[src/rtl/adq_pkg.sv]
// Shared types and register word indices for the audio descriptor queue.
// Assumes a 32-bit address and a 32-bit byte length per descriptor.
package adq_pkg;
    localparam int ADQ_DW = 32;

    typedef struct packed {
        logic [ADQ_DW-1:0] addr;
        logic [ADQ_DW-1:0] len;
    } adq_desc_t;

    // Word indices (byte offset / 4); software decodes these positions.
    localparam logic [4:0] IX_CFG   = 5'd0;
    localparam logic [4:0] IX_STAT  = 5'd1;
    localparam logic [4:0] IX_IEN   = 5'd2;
    localparam logic [4:0] IX_ITHR  = 5'd3;
    localparam logic [4:0] IX_OTHR  = 5'd4;
    localparam logic [4:0] IX_IADDR = 5'd5;
    localparam logic [4:0] IX_ILEN  = 5'd6;
    localparam logic [4:0] IX_OADDR = 5'd7;
    localparam logic [4:0] IX_OLEN  = 5'd8;
    localparam logic [4:0] IX_CFG2  = 5'd9;

    // Status word field positions.
    localparam int ST_PEND = 1;
    localparam int ST_OVF  = 2;
    localparam int ST_ILVL = 8;
    localparam int ST_OLVL = 12;
    localparam int CFG_EN  = 31;
endpackage

[src/rtl/adq_fifo.sv]
// Synchronous descriptor FIFO with an occupancy count.
// Assumes the caller pushes only when not full and pops only when not empty.
// The head entry is visible combinationally on dout.
module adq_fifo
    import adq_pkg::*;
#(
    parameter int DEPTH = 8,
    localparam int IDX_W = $clog2(DEPTH),
    localparam int CNT_W = $clog2(DEPTH + 1)
) (
    input  logic             clk,
    input  logic             rst_n,
    input  logic             push,
    input  logic             pop,
    input  adq_desc_t        din,
    output adq_desc_t        dout,
    output logic [CNT_W-1:0] count,
    output logic             full,
    output logic             empty
);
    localparam logic [IDX_W-1:0] LAST = IDX_W'(DEPTH - 1);

    adq_desc_t        mem [DEPTH];
    logic [IDX_W-1:0] wr_ptr, rd_ptr;

    function automatic logic [IDX_W-1:0] nxt(input logic [IDX_W-1:0] p);
        return (p == LAST) ? '0 : p + 1'b1;
    endfunction

    // Storage write, no reset needed on data.
    always_ff @(posedge clk) begin
        if (push) mem[wr_ptr] <= din;
    end

    // Pointer and occupancy tracking.
    always_ff @(posedge clk) begin
        if (!rst_n) begin
            wr_ptr <= '0;
            rd_ptr <= '0;
            count  <= '0;
        end else begin
            if (push) wr_ptr <= nxt(wr_ptr);
            if (pop)  rd_ptr <= nxt(rd_ptr);
            count <= count + CNT_W'(push) - CNT_W'(pop);
        end
    end

    assign dout  = mem[rd_ptr];
    assign full  = (count == CNT_W'(DEPTH));
    assign empty = (count == '0);
endmodule

[src/rtl/adq_csr.sv]
// Register file of the descriptor queue: decode, submission staging,
// retrieval sequencing, sticky status and interrupt generation.
// Assumes levels fit the 4-bit status fields (DEPTH <= 15).
module adq_csr
    import adq_pkg::*;
#(
    parameter int DEPTH = 8,
    parameter int BUS_AW = 7,
    localparam int CNT_W = $clog2(DEPTH + 1)
) (
    input  logic              clk,
    input  logic              rst_n,
    input  logic              bus_wr,
    input  logic              bus_rd,
    input  logic [BUS_AW-1:0] bus_addr,
    input  logic [ADQ_DW-1:0] bus_wdata,
    output logic [ADQ_DW-1:0] bus_rdata,
    input  logic [CNT_W-1:0]  in_cnt,
    input  logic [CNT_W-1:0]  out_cnt,
    input  logic              in_full,
    input  logic              out_empty,
    input  adq_desc_t         out_head,
    input  logic              done_acc,
    output logic              sub_push,
    output adq_desc_t         sub_desc,
    output logic              out_pop,
    output logic              ovf_set,
    output logic              chan_en,
    output logic              irq_en,
    output logic              sts_pend,
    output logic              sts_ovf,
    output logic              irq
);
    logic [ADQ_DW-1:0] cfg_q, cfg2_q, stage_len;
    logic [3:0]        ithr_q, othr_q;
    logic              addr_seen;
    logic              hit;
    logic [4:0]        idx;
    logic              wr_stat, oaddr_rd;

    // Aligned, in-map access decode.
    assign hit = (bus_addr[1:0] == 2'b00);
    assign idx = 5'(bus_addr[BUS_AW-1:2]);

    function automatic logic wsel(input logic [4:0] i);
        return bus_wr && hit && (idx == i);
    endfunction

    function automatic logic rsel(input logic [4:0] i);
        return bus_rd && hit && (idx == i);
    endfunction

    assign sub_push = wsel(IX_IADDR) && !in_full;
    assign ovf_set  = wsel(IX_IADDR) && in_full;
    assign sub_desc = '{addr: bus_wdata, len: stage_len};
    assign oaddr_rd = rsel(IX_OADDR) && !out_empty;
    assign out_pop  = rsel(IX_OLEN) && !out_empty && addr_seen;
    assign wr_stat  = wsel(IX_STAT);
    assign chan_en  = cfg_q[CFG_EN];

    // Plain configuration storage.
    always_ff @(posedge clk) begin
        if (!rst_n) begin
            cfg_q     <= '0;
            cfg2_q    <= '0;
            stage_len <= '0;
            ithr_q    <= '0;
            othr_q    <= '0;
            irq_en    <= 1'b0;
        end else begin
            if (wsel(IX_CFG))  cfg_q     <= bus_wdata;
            if (wsel(IX_CFG2)) cfg2_q    <= bus_wdata;
            if (wsel(IX_ILEN)) stage_len <= bus_wdata;
            if (wsel(IX_ITHR)) ithr_q    <= bus_wdata[3:0];
            if (wsel(IX_OTHR)) othr_q    <= bus_wdata[3:0];
            if (wsel(IX_IEN))  irq_en    <= bus_wdata[ST_PEND];
        end
    end

    // Retrieval sequencing: address read arms the pop on the length read.
    always_ff @(posedge clk) begin
        if (!rst_n)        addr_seen <= 1'b0;
        else if (out_pop)  addr_seen <= 1'b0;
        else if (oaddr_rd) addr_seen <= 1'b1;
    end

    // Sticky status bits: write-zero clears, a new event in the same cycle wins.
    always_ff @(posedge clk) begin
        if (!rst_n) begin
            sts_pend <= 1'b0;
            sts_ovf  <= 1'b0;
        end else begin
            sts_pend <= done_acc || (sts_pend && !(wr_stat && !bus_wdata[ST_PEND]));
            sts_ovf  <= ovf_set  || (sts_ovf  && !(wr_stat && !bus_wdata[ST_OVF]));
        end
    end

    // Interrupt: enabled, pending and completion level at threshold.
    assign irq = irq_en && sts_pend && (4'(out_cnt) >= othr_q);

    // Read data multiplexer.
    always_comb begin
        bus_rdata = '0;
        if (hit) begin
            case (idx)
                IX_CFG:   bus_rdata = cfg_q;
                IX_STAT: begin
                    bus_rdata[ST_OLVL +: 4] = 4'(out_cnt);
                    bus_rdata[ST_ILVL +: 4] = 4'(in_cnt);
                    bus_rdata[ST_OVF]       = sts_ovf;
                    bus_rdata[ST_PEND]      = sts_pend;
                end
                IX_IEN:   bus_rdata[ST_PEND] = irq_en;
                IX_ITHR:  bus_rdata[3:0] = ithr_q;
                IX_OTHR:  bus_rdata[3:0] = othr_q;
                IX_ILEN:  bus_rdata = stage_len;
                IX_OADDR: bus_rdata = out_empty ? '0 : out_head.addr;
                IX_OLEN:  bus_rdata = out_empty ? '0 : out_head.len;
                IX_CFG2:  bus_rdata = cfg2_q;
                default:  bus_rdata = '0;
            endcase
        end
    end
endmodule

[src/rtl/audio_desc_queue.sv]
// Descriptor queue front end for one audio DMA direction: a submission
// FIFO feeding an engine handshake and a completion FIFO drained by software.
// Assumes the engine holds eng_done for one cycle per finished buffer.
module audio_desc_queue
    import adq_pkg::*;
#(
    parameter int DEPTH = 8,
    parameter int BUS_AW = 7,
    localparam int CNT_W = $clog2(DEPTH + 1)
) (
    input  logic              clk,
    input  logic              rst_n,
    input  logic              bus_wr,
    input  logic              bus_rd,
    input  logic [BUS_AW-1:0] bus_addr,
    input  logic [ADQ_DW-1:0] bus_wdata,
    output logic [ADQ_DW-1:0] bus_rdata,
    output logic              irq,
    output logic              eng_valid,
    output logic [ADQ_DW-1:0] eng_addr,
    output logic [ADQ_DW-1:0] eng_len,
    input  logic              eng_done
);
    adq_desc_t        in_head, out_head, sub_desc;
    logic [CNT_W-1:0] in_cnt, out_cnt;
    logic             in_full, in_empty, out_full, out_empty;
    logic             sub_push, out_pop, done_acc, ovf_set;
    logic             chan_en, irq_en, sts_pend, sts_ovf;

    // Engine handshake: offer the head when running and there is room to complete.
    assign eng_valid = chan_en && !in_empty && !out_full;
    assign done_acc  = eng_done && eng_valid;
    assign eng_addr  = eng_valid ? in_head.addr : '0;
    assign eng_len   = eng_valid ? in_head.len  : '0;

    adq_fifo #(.DEPTH(DEPTH)) u_sub_q (
        .clk(clk), .rst_n(rst_n),
        .push(sub_push), .pop(done_acc), .din(sub_desc),
        .dout(in_head), .count(in_cnt), .full(in_full), .empty(in_empty)
    );

    adq_fifo #(.DEPTH(DEPTH)) u_cpl_q (
        .clk(clk), .rst_n(rst_n),
        .push(done_acc), .pop(out_pop), .din(in_head),
        .dout(out_head), .count(out_cnt), .full(out_full), .empty(out_empty)
    );

    adq_csr #(.DEPTH(DEPTH), .BUS_AW(BUS_AW)) u_csr (
        .clk(clk), .rst_n(rst_n),
        .bus_wr(bus_wr), .bus_rd(bus_rd), .bus_addr(bus_addr),
        .bus_wdata(bus_wdata), .bus_rdata(bus_rdata),
        .in_cnt(in_cnt), .out_cnt(out_cnt),
        .in_full(in_full), .out_empty(out_empty), .out_head(out_head),
        .done_acc(done_acc),
        .sub_push(sub_push), .sub_desc(sub_desc), .out_pop(out_pop),
        .ovf_set(ovf_set), .chan_en(chan_en), .irq_en(irq_en),
        .sts_pend(sts_pend), .sts_ovf(sts_ovf), .irq(irq)
    );
endmodule

[config.mk]
export PLATFORM = sky130hd
export DESIGN_NAME = audio_desc_queue
export DESIGN_NICKNAME = d
export VERILOG_FILES = /design/src/rtl/adq_pkg.sv /design/src/rtl/adq_fifo.sv /design/src/rtl/adq_csr.sv /design/src/rtl/audio_desc_queue.sv
export SDC_FILE = /design/constraint.sdc
export NUM_CORES = 1
export LEC_CHECK = 0
export BUFFER_PORTS_ARGS = -buffer_cell sky130_fd_sc_hd__buf_2
export CAP_MARGIN = 20
export CORE_MARGIN = 2
export CORE_UTILIZATION = 56
export CTS_CLUSTER_DIAMETER = 100
export DETAILED_ROUTE_END_ITERATION = 6
export PLACE_DENSITY = 0.73
export SKIP_CTS_REPAIR_TIMING = 1
export SLEW_MARGIN = 0
export SYNTH_ARGS = -nofsm -noshare
export SYNTH_HDL_FRONTEND = slang
export SYNTH_HIERARCHICAL = 1
export SYNTH_SLANG_ARGS = --single-unit
[constraint.sdc]
create_clock -name clk -period 10.25 [get_ports clk]
set_clock_uncertainty 0.15 [all_clocks]
set_input_delay 1.025 -clock clk [delete_from_list [all_inputs] [get_ports clk]]
set_output_delay 1.025 -clock clk [all_outputs]
set_load 0.05 [all_outputs]
Word-level counts from Yosys, hierarchy flattened
Memory sizes are Yosys's and may differ from the RTL's. A register that Yosys moved wholly into a read port is not among the register bits.
Index checks and enable logic that the tools add are counted.
Widths: inputs -> output; s select.
- reduce and logical (&&, ||, !) cells: 41
- eq/ne operators: 15
- order comparisons: 1
- multiplexer cells: 24
- bitwise operators: 1
- $add $sub $neg: 8
- operator list (cell ; count):
    $mux 32 ; 5
    $pmux 16 s5 ; 1
    $pmux 8 s6 ; 1
    $logic_and 1x1->1 ; 26
    $mux 3 ; 8
    $eq 5x3->1 const B ; 4
    $pmux 4 s5 ; 1
    $pmux 1 s7 ; 2
    $add 3x1->3 const B ; 4
    $eq 3x3->1 const B ; 4
    $eq 5x2->1 const B ; 2
    $eq 5x4->1 const B ; 2
    $pmux 1 s9 ; 1
    $add 4x1->4 ; 2
    $eq 4x4->1 const B ; 2
    $logic_not 1->1 ; 8
    $logic_not 4->1 ; 2
    $pmux 1 s8 ; 1
    $sub 4x1->4 ; 2
    $eq 5x1->1 const B ; 1
    $logic_not 5->1 ; 1
    $ge 4x4->1 ; 1
    $mux 1 ; 4
    $logic_not 2->1 ; 1
    other kinds (3) ; 4
- output and inout bits: 98
- input bits: 44
- word-level logic and storage cells: 107
- RAM bits: 1024
- memories: 2
- flip-flop bits (word level): 128
- memory list (name ; depth ; width ; read ports ; clocked after memory_dff ; write ports ; line ; RTL):
    u_cpl_q.mem ; 8 ; 64 ; 1 ; 1 ; 1 ; adq_fifo.sv:23 ; adq_desc_t mem [DEPTH];
    u_sub_q.mem ; 8 ; 64 ; 1 ; 1 ; 1 ; adq_fifo.sv:23 ;

Logic depth before layout (Yosys ltp)
- word-level depth: 7
- gate-level depth with buffers: 13
- gate-level depth less buffers: 13

By module
The synthesis kept the hierarchy.
- by module, submodules not included (module ; area an instance (µm²) ; times used ; cells each):
    adq_fifo ; 19877.8 ; 2 ; 811
    adq_csr ; 5694.2 ; 1 ; 708
    audio_desc_queue ; 912.1 ; 1 ; 87

Worst setup path after synthesis
OpenSTA, ideal clock, no wires.
- path type: input port to flip-flop
- start: input port eng_done
- end: memory u_cpl_q/mem[0][0] (netlist name) (enable)
- arrival: 7010 ps
- setup slack: 2525 ps
- stages on the path: 3
- path buffers: 0
- data required time: 9535 ps
- path through: nor4bb_1 -> nand2b_1 -> nor3_1
- cells in the longest elaborated chain, start to end: 3
- ends and longest elaborated chain (item ; line ; RTL):
    from (decl) ; audio_desc_queue.sv:22 ; input logic eng_done
    $logic_and 1x1->1 ; audio_desc_queue.sv:32 ; assign done_acc = eng_done && eng_valid;
    $mux 1 ; adq_fifo.sv:32 ; if (push) mem[wr_ptr] <= din;
    $mux 1 (implied by the code) ; adq_fifo.sv:32 ;
    to (decl) ; adq_fifo.sv:23 ;
No other way between the ends.

==> reports/metrics.csv <==
stage,metric,value,unit
outcome,status,"finished, violations left",
outcome,failed_checks,design-rule violations,
worst_setup_path,cp_data_arrival_time,4320,ps
cts,cts-htree-levels,3,
timing,max_slew_margin,29.5,%
final_layout,diodes,0,
die,ios,142,
global_routing,track_usage,27.9,%
pwr,switching_share,19.1,%
timing,min_period,5500,ps
timing,setup_viol,0,
logic_synthesis,synth-edff-count,1024,
routing,num_vias,24700,
global_routing,grt_max_degree,85,
final_layout,finalNonFillerCells,3712,
worst_setup_path,crit_chain,buf_12 > mux4_2 > mux2_2 > nor4bb_1 > buf_2,
cts,clock_sinks,1158,
die,core_area,82000,µm²
worst_hold_path,hold_start,u_csr/cfg_q[30]$_SDFFE_PN0P_,
cts,clockBufferDepth,3,
global_routing,grt_pass1_vias,24900,
routing,ant_nets,0,
cts,clockRootBuffer,clkbuf_16,
timing,slew_violations,0,
logic_synthesis,synth_top_family_by_area,multiplexers,
placement,port_buffers,141,
routing,vias_per_cell,6.64,
placement,place.detailed.hpwl,68300,µm
logic_synthesis,syn_inst,2417,
routing,drc,7,
pwr,p_sw,0.00175,W
timing,setup_slack,4750,ps
logic_synthesis,synth-xor-area-share,0.0378,%
pwr,comb_power_share,0.8,%
die,fp.dieArea,85100,µm²
timing,final-hold-violation-count,0,
pwr,leakage,15.9,nW
logic_synthesis,synth_ff_type,edfxtp_1,
logic_synthesis,avgSynthCellArea,19.2,µm²
placement,numPlacedInstances,3506,
global_routing,grt_pass1_wl,171000,µm
logic_synthesis,synth_compound_area_share,3.66,%
flow_run,drv_cap,0,
worst_setup_path,timing.rr.end,u_cpl_q/mem[2][21]$_DFFE_PP_,
die,initial_utilization,56.6,%
pwr,worst_ir_drop_vdd,0.125,mV
logic_synthesis,synth-simple-area-share,4.83,%
pwr,p_int,0.00739,W
logic_synthesis,synthAdderAreaFrac,0.734,%
cts,insertion_delay,670,ps
cts,clkTransAtPathRegs,60,ps
final_layout,drive_gt1_share,30.1,%
routing,wirelength,118000,µm
logic_synthesis,synth-seq-cells,1158,
final_layout,fin_util,62.7,%
routing,dr.pass1.iters,7,
worst_hold_path,worstHoldPathCells,2,
placement,place_congestion,0.902,
worst_setup_path,crit_fanout,84,
global_routing,grt-ovfl-total,0,
cts,cts_tree,yes,
timing,tightest_slew,1060,ps
worst_setup_path,startpoint_type,flip-flop,
timing,hold-worst-slack,308,ps
global_routing,antenna_found_initial,6,
worst_setup_path,reg2reg_from,u_cpl_q/count[2]$_SDFF_PN0_,
logic_synthesis,synthDistinctLibCells,62,
logic_synthesis,synth_mux_area_share,15.9,%
final_layout,nets,2618,
routing,drtIter0Drc,3189,
routing,wire_per_inst,31.8,µm
worst_setup_path,worst_ep_required_time,9080,ps
die,num_rows,105,
final_layout,area_growth,10.9,%
worst_setup_path,max_stage_delay,950,ps
pwr,pwr-share-clk,43.6,%
worst_setup_path,r2r_cells,9,
pwr,power.share.sequential,55.6,%
worst_setup_path,rrSetupSlack,5840,ps
logic_synthesis,async_reset_ff_share,0,%
logic_synthesis,ys_warn_count,6,
worst_setup_path,end_kind,primary output,
cts,cts_buffers,109,
worst_hold_path,worstHoldEndpoint,u_csr/cfg_q[30]$_SDFFE_PN0P_,
worst_hold_path,hold_path_class,reg -> reg,
die,die_height,292,µm
die,dieWidth,292,µm
logic_synthesis,syn_area,46400,µm²
timing,setup_tns,0,ps
placement,dp_slack,5480,ps
worst_setup_path,path_class,reg -> out,
timing,period_share,53.6,%
timing,fmax,182,MHz
timing,rsz0062_at_grt,no,
logic_synthesis,yosysSeqAreaShare,72.1,%
logic_synthesis,synth.net_count,2487,
worst_setup_path,slowest_stage,dfxtp_4,
pwr,power_density,178,nW/µm²
-- logic make-up after synthesis --
kind of cell / count (synthesis)
muxes: 400
AOI/OAI and AO/OA: 233
buffers and inverters: 204
adders and majority gates: 26
xor gates and xnor gates: 2
and+or+nand+nor: 394
DFF: 1158
-- worst max-delay path by stage --
| stage | depth (start not counted) | from | end | slack, ps |
|---|---|---|---|---|
| 2_1_floorplan | 3 | eng_done | u_cpl_q/mem[0][0]$_DFFE_PP_ | 2520 |
| 3_5_place_dp | 5 | flip-flop | eng_len[14] | 5480 |
| 4_1_cts | 5 | flip-flop | eng_len[14] | 4730 |
| 6_report | 5 | flip-flop | eng_len[14] | 4750 |
| 5_1_grt | 5 | flip-flop | eng_len[14] | 4540 |
| 3_3_place_gp | 5 | flip-flop | eng_len[14] | 5490 |
-- cell type report --
type	count	area (µm²)
clock buffer	145	2980
clock inverter	60	581
fill	5570	30500
inverter	22	82.6
multi-input combinational	1055	11800
sequential	1158	33500
tap	1070	1340
timing repair buffer	202	1200
-- power by group through the flow --
stage	logic, W	registers, W	clock network, W
global placement	0.0000692	0.00518	0
CTS	0.0000728	0.00507	0.00404
floorplan	0.0000435	0.00518	0
finish	0.0000746	0.00507	0.00398
detailed placement	0.0000727	0.00518	0
global route	0.0000780	0.00507	0.00422
-- worst max-delay path: cells and delay by family, from the launching register on --
kind | cells | cell delay (ps)
buf+inv | 2 | 1010
flops | 1 | 950
simple gates | 1 | 890
mux | 2 | 610
-- routing by layer --
metal	part of all wire [%]	vias up	GRT usage, %
met3	12	245	6.49
met5	0.061	-	0
li1	-	9982	-
met2	47	1526	43.7
met1	38	12900	39.4
met4	3.1	10	8.94
-- metrics by stage --
step | total power (W) | cell area [µm²]
2_1_floorplan | 0.00522 | 46400
3_3_place_gp | 0.00524 | 47800
3_5_place_dp | 0.00525 | 47800
4_1_cts | 0.00919 | 51400
5_1_grt | 0.00937 | 51400
6_report | 0.00913 | 51400
-- sequential cells by signal (all words and copies together), names as in the netlist, 3 cells and up, named ones only --
signal and cells:
u_cpl_q/rd_ptr 3, u_sub_q/wr_ptr 3, u_csr/cfg_q 32, u_cpl_q/wr_ptr 3
u_csr/othr_q 4, u_sub_q/mem 512, u_csr/ithr_q 4, u_cpl_q/count 4
u_csr/stage_len 32, u_sub_q/rd_ptr 3, u_sub_q/count 4, u_cpl_q/mem 512
u_csr/cfg2_q 32
-- placed cells by master (no fill, tap or decap), drive strengths merged, types with 3 or more instances in the layout --
cell      count
and2         10
nand2       223
nor3          9
mux4        256
clkbuf      145
a21oi        10
nor3b         7
and3         10
nand3        11
mux2        129
clkinvlp      6
o21ai         8
nor4bb       65
nor2         22
a21boi      102
inv          24
a222oi        8
a22oi        63
mux2i        15
ha           24
edfxtp     1024
o21a          3
buf         202
nor2b        18
dfxtp       134
clkinv       42
nand2b        9
bufinv       10
a31oi        27
-- Yosys cell counts (all sizes together), types with 2 or more instances --
library cell,n,share of area [%]
inv,22,0.18
o21a,3,0.049
mux2i,15,0.32
fa,2,0.086
and2,10,0.13
a21boi,102,1.7
dfxtp,134,5.8
nand3,11,0.12
nand2,223,1.8
mux4,256,12
nor4,2,0.059
and3,10,0.13
mux2,129,3.1
nand2b,9,0.12
o22ai,2,0.027
a21o,2,0.032
nor3b,7,0.17
nor3,9,0.14
xnor2,2,0.038
a21oi,10,0.11
a31oi,27,0.36
or3b,2,0.049
a22oi,63,1.0
ha,24,0.65
edfxtp,1024,66
nor2,22,0.19
nor2b,18,0.24
clkbuf,60,0.49
o21ai,8,0.086
buf,122,2.1
nor4bb,65,1.6
a222oi,8,0.17
(Power assumes the default switching activity.)
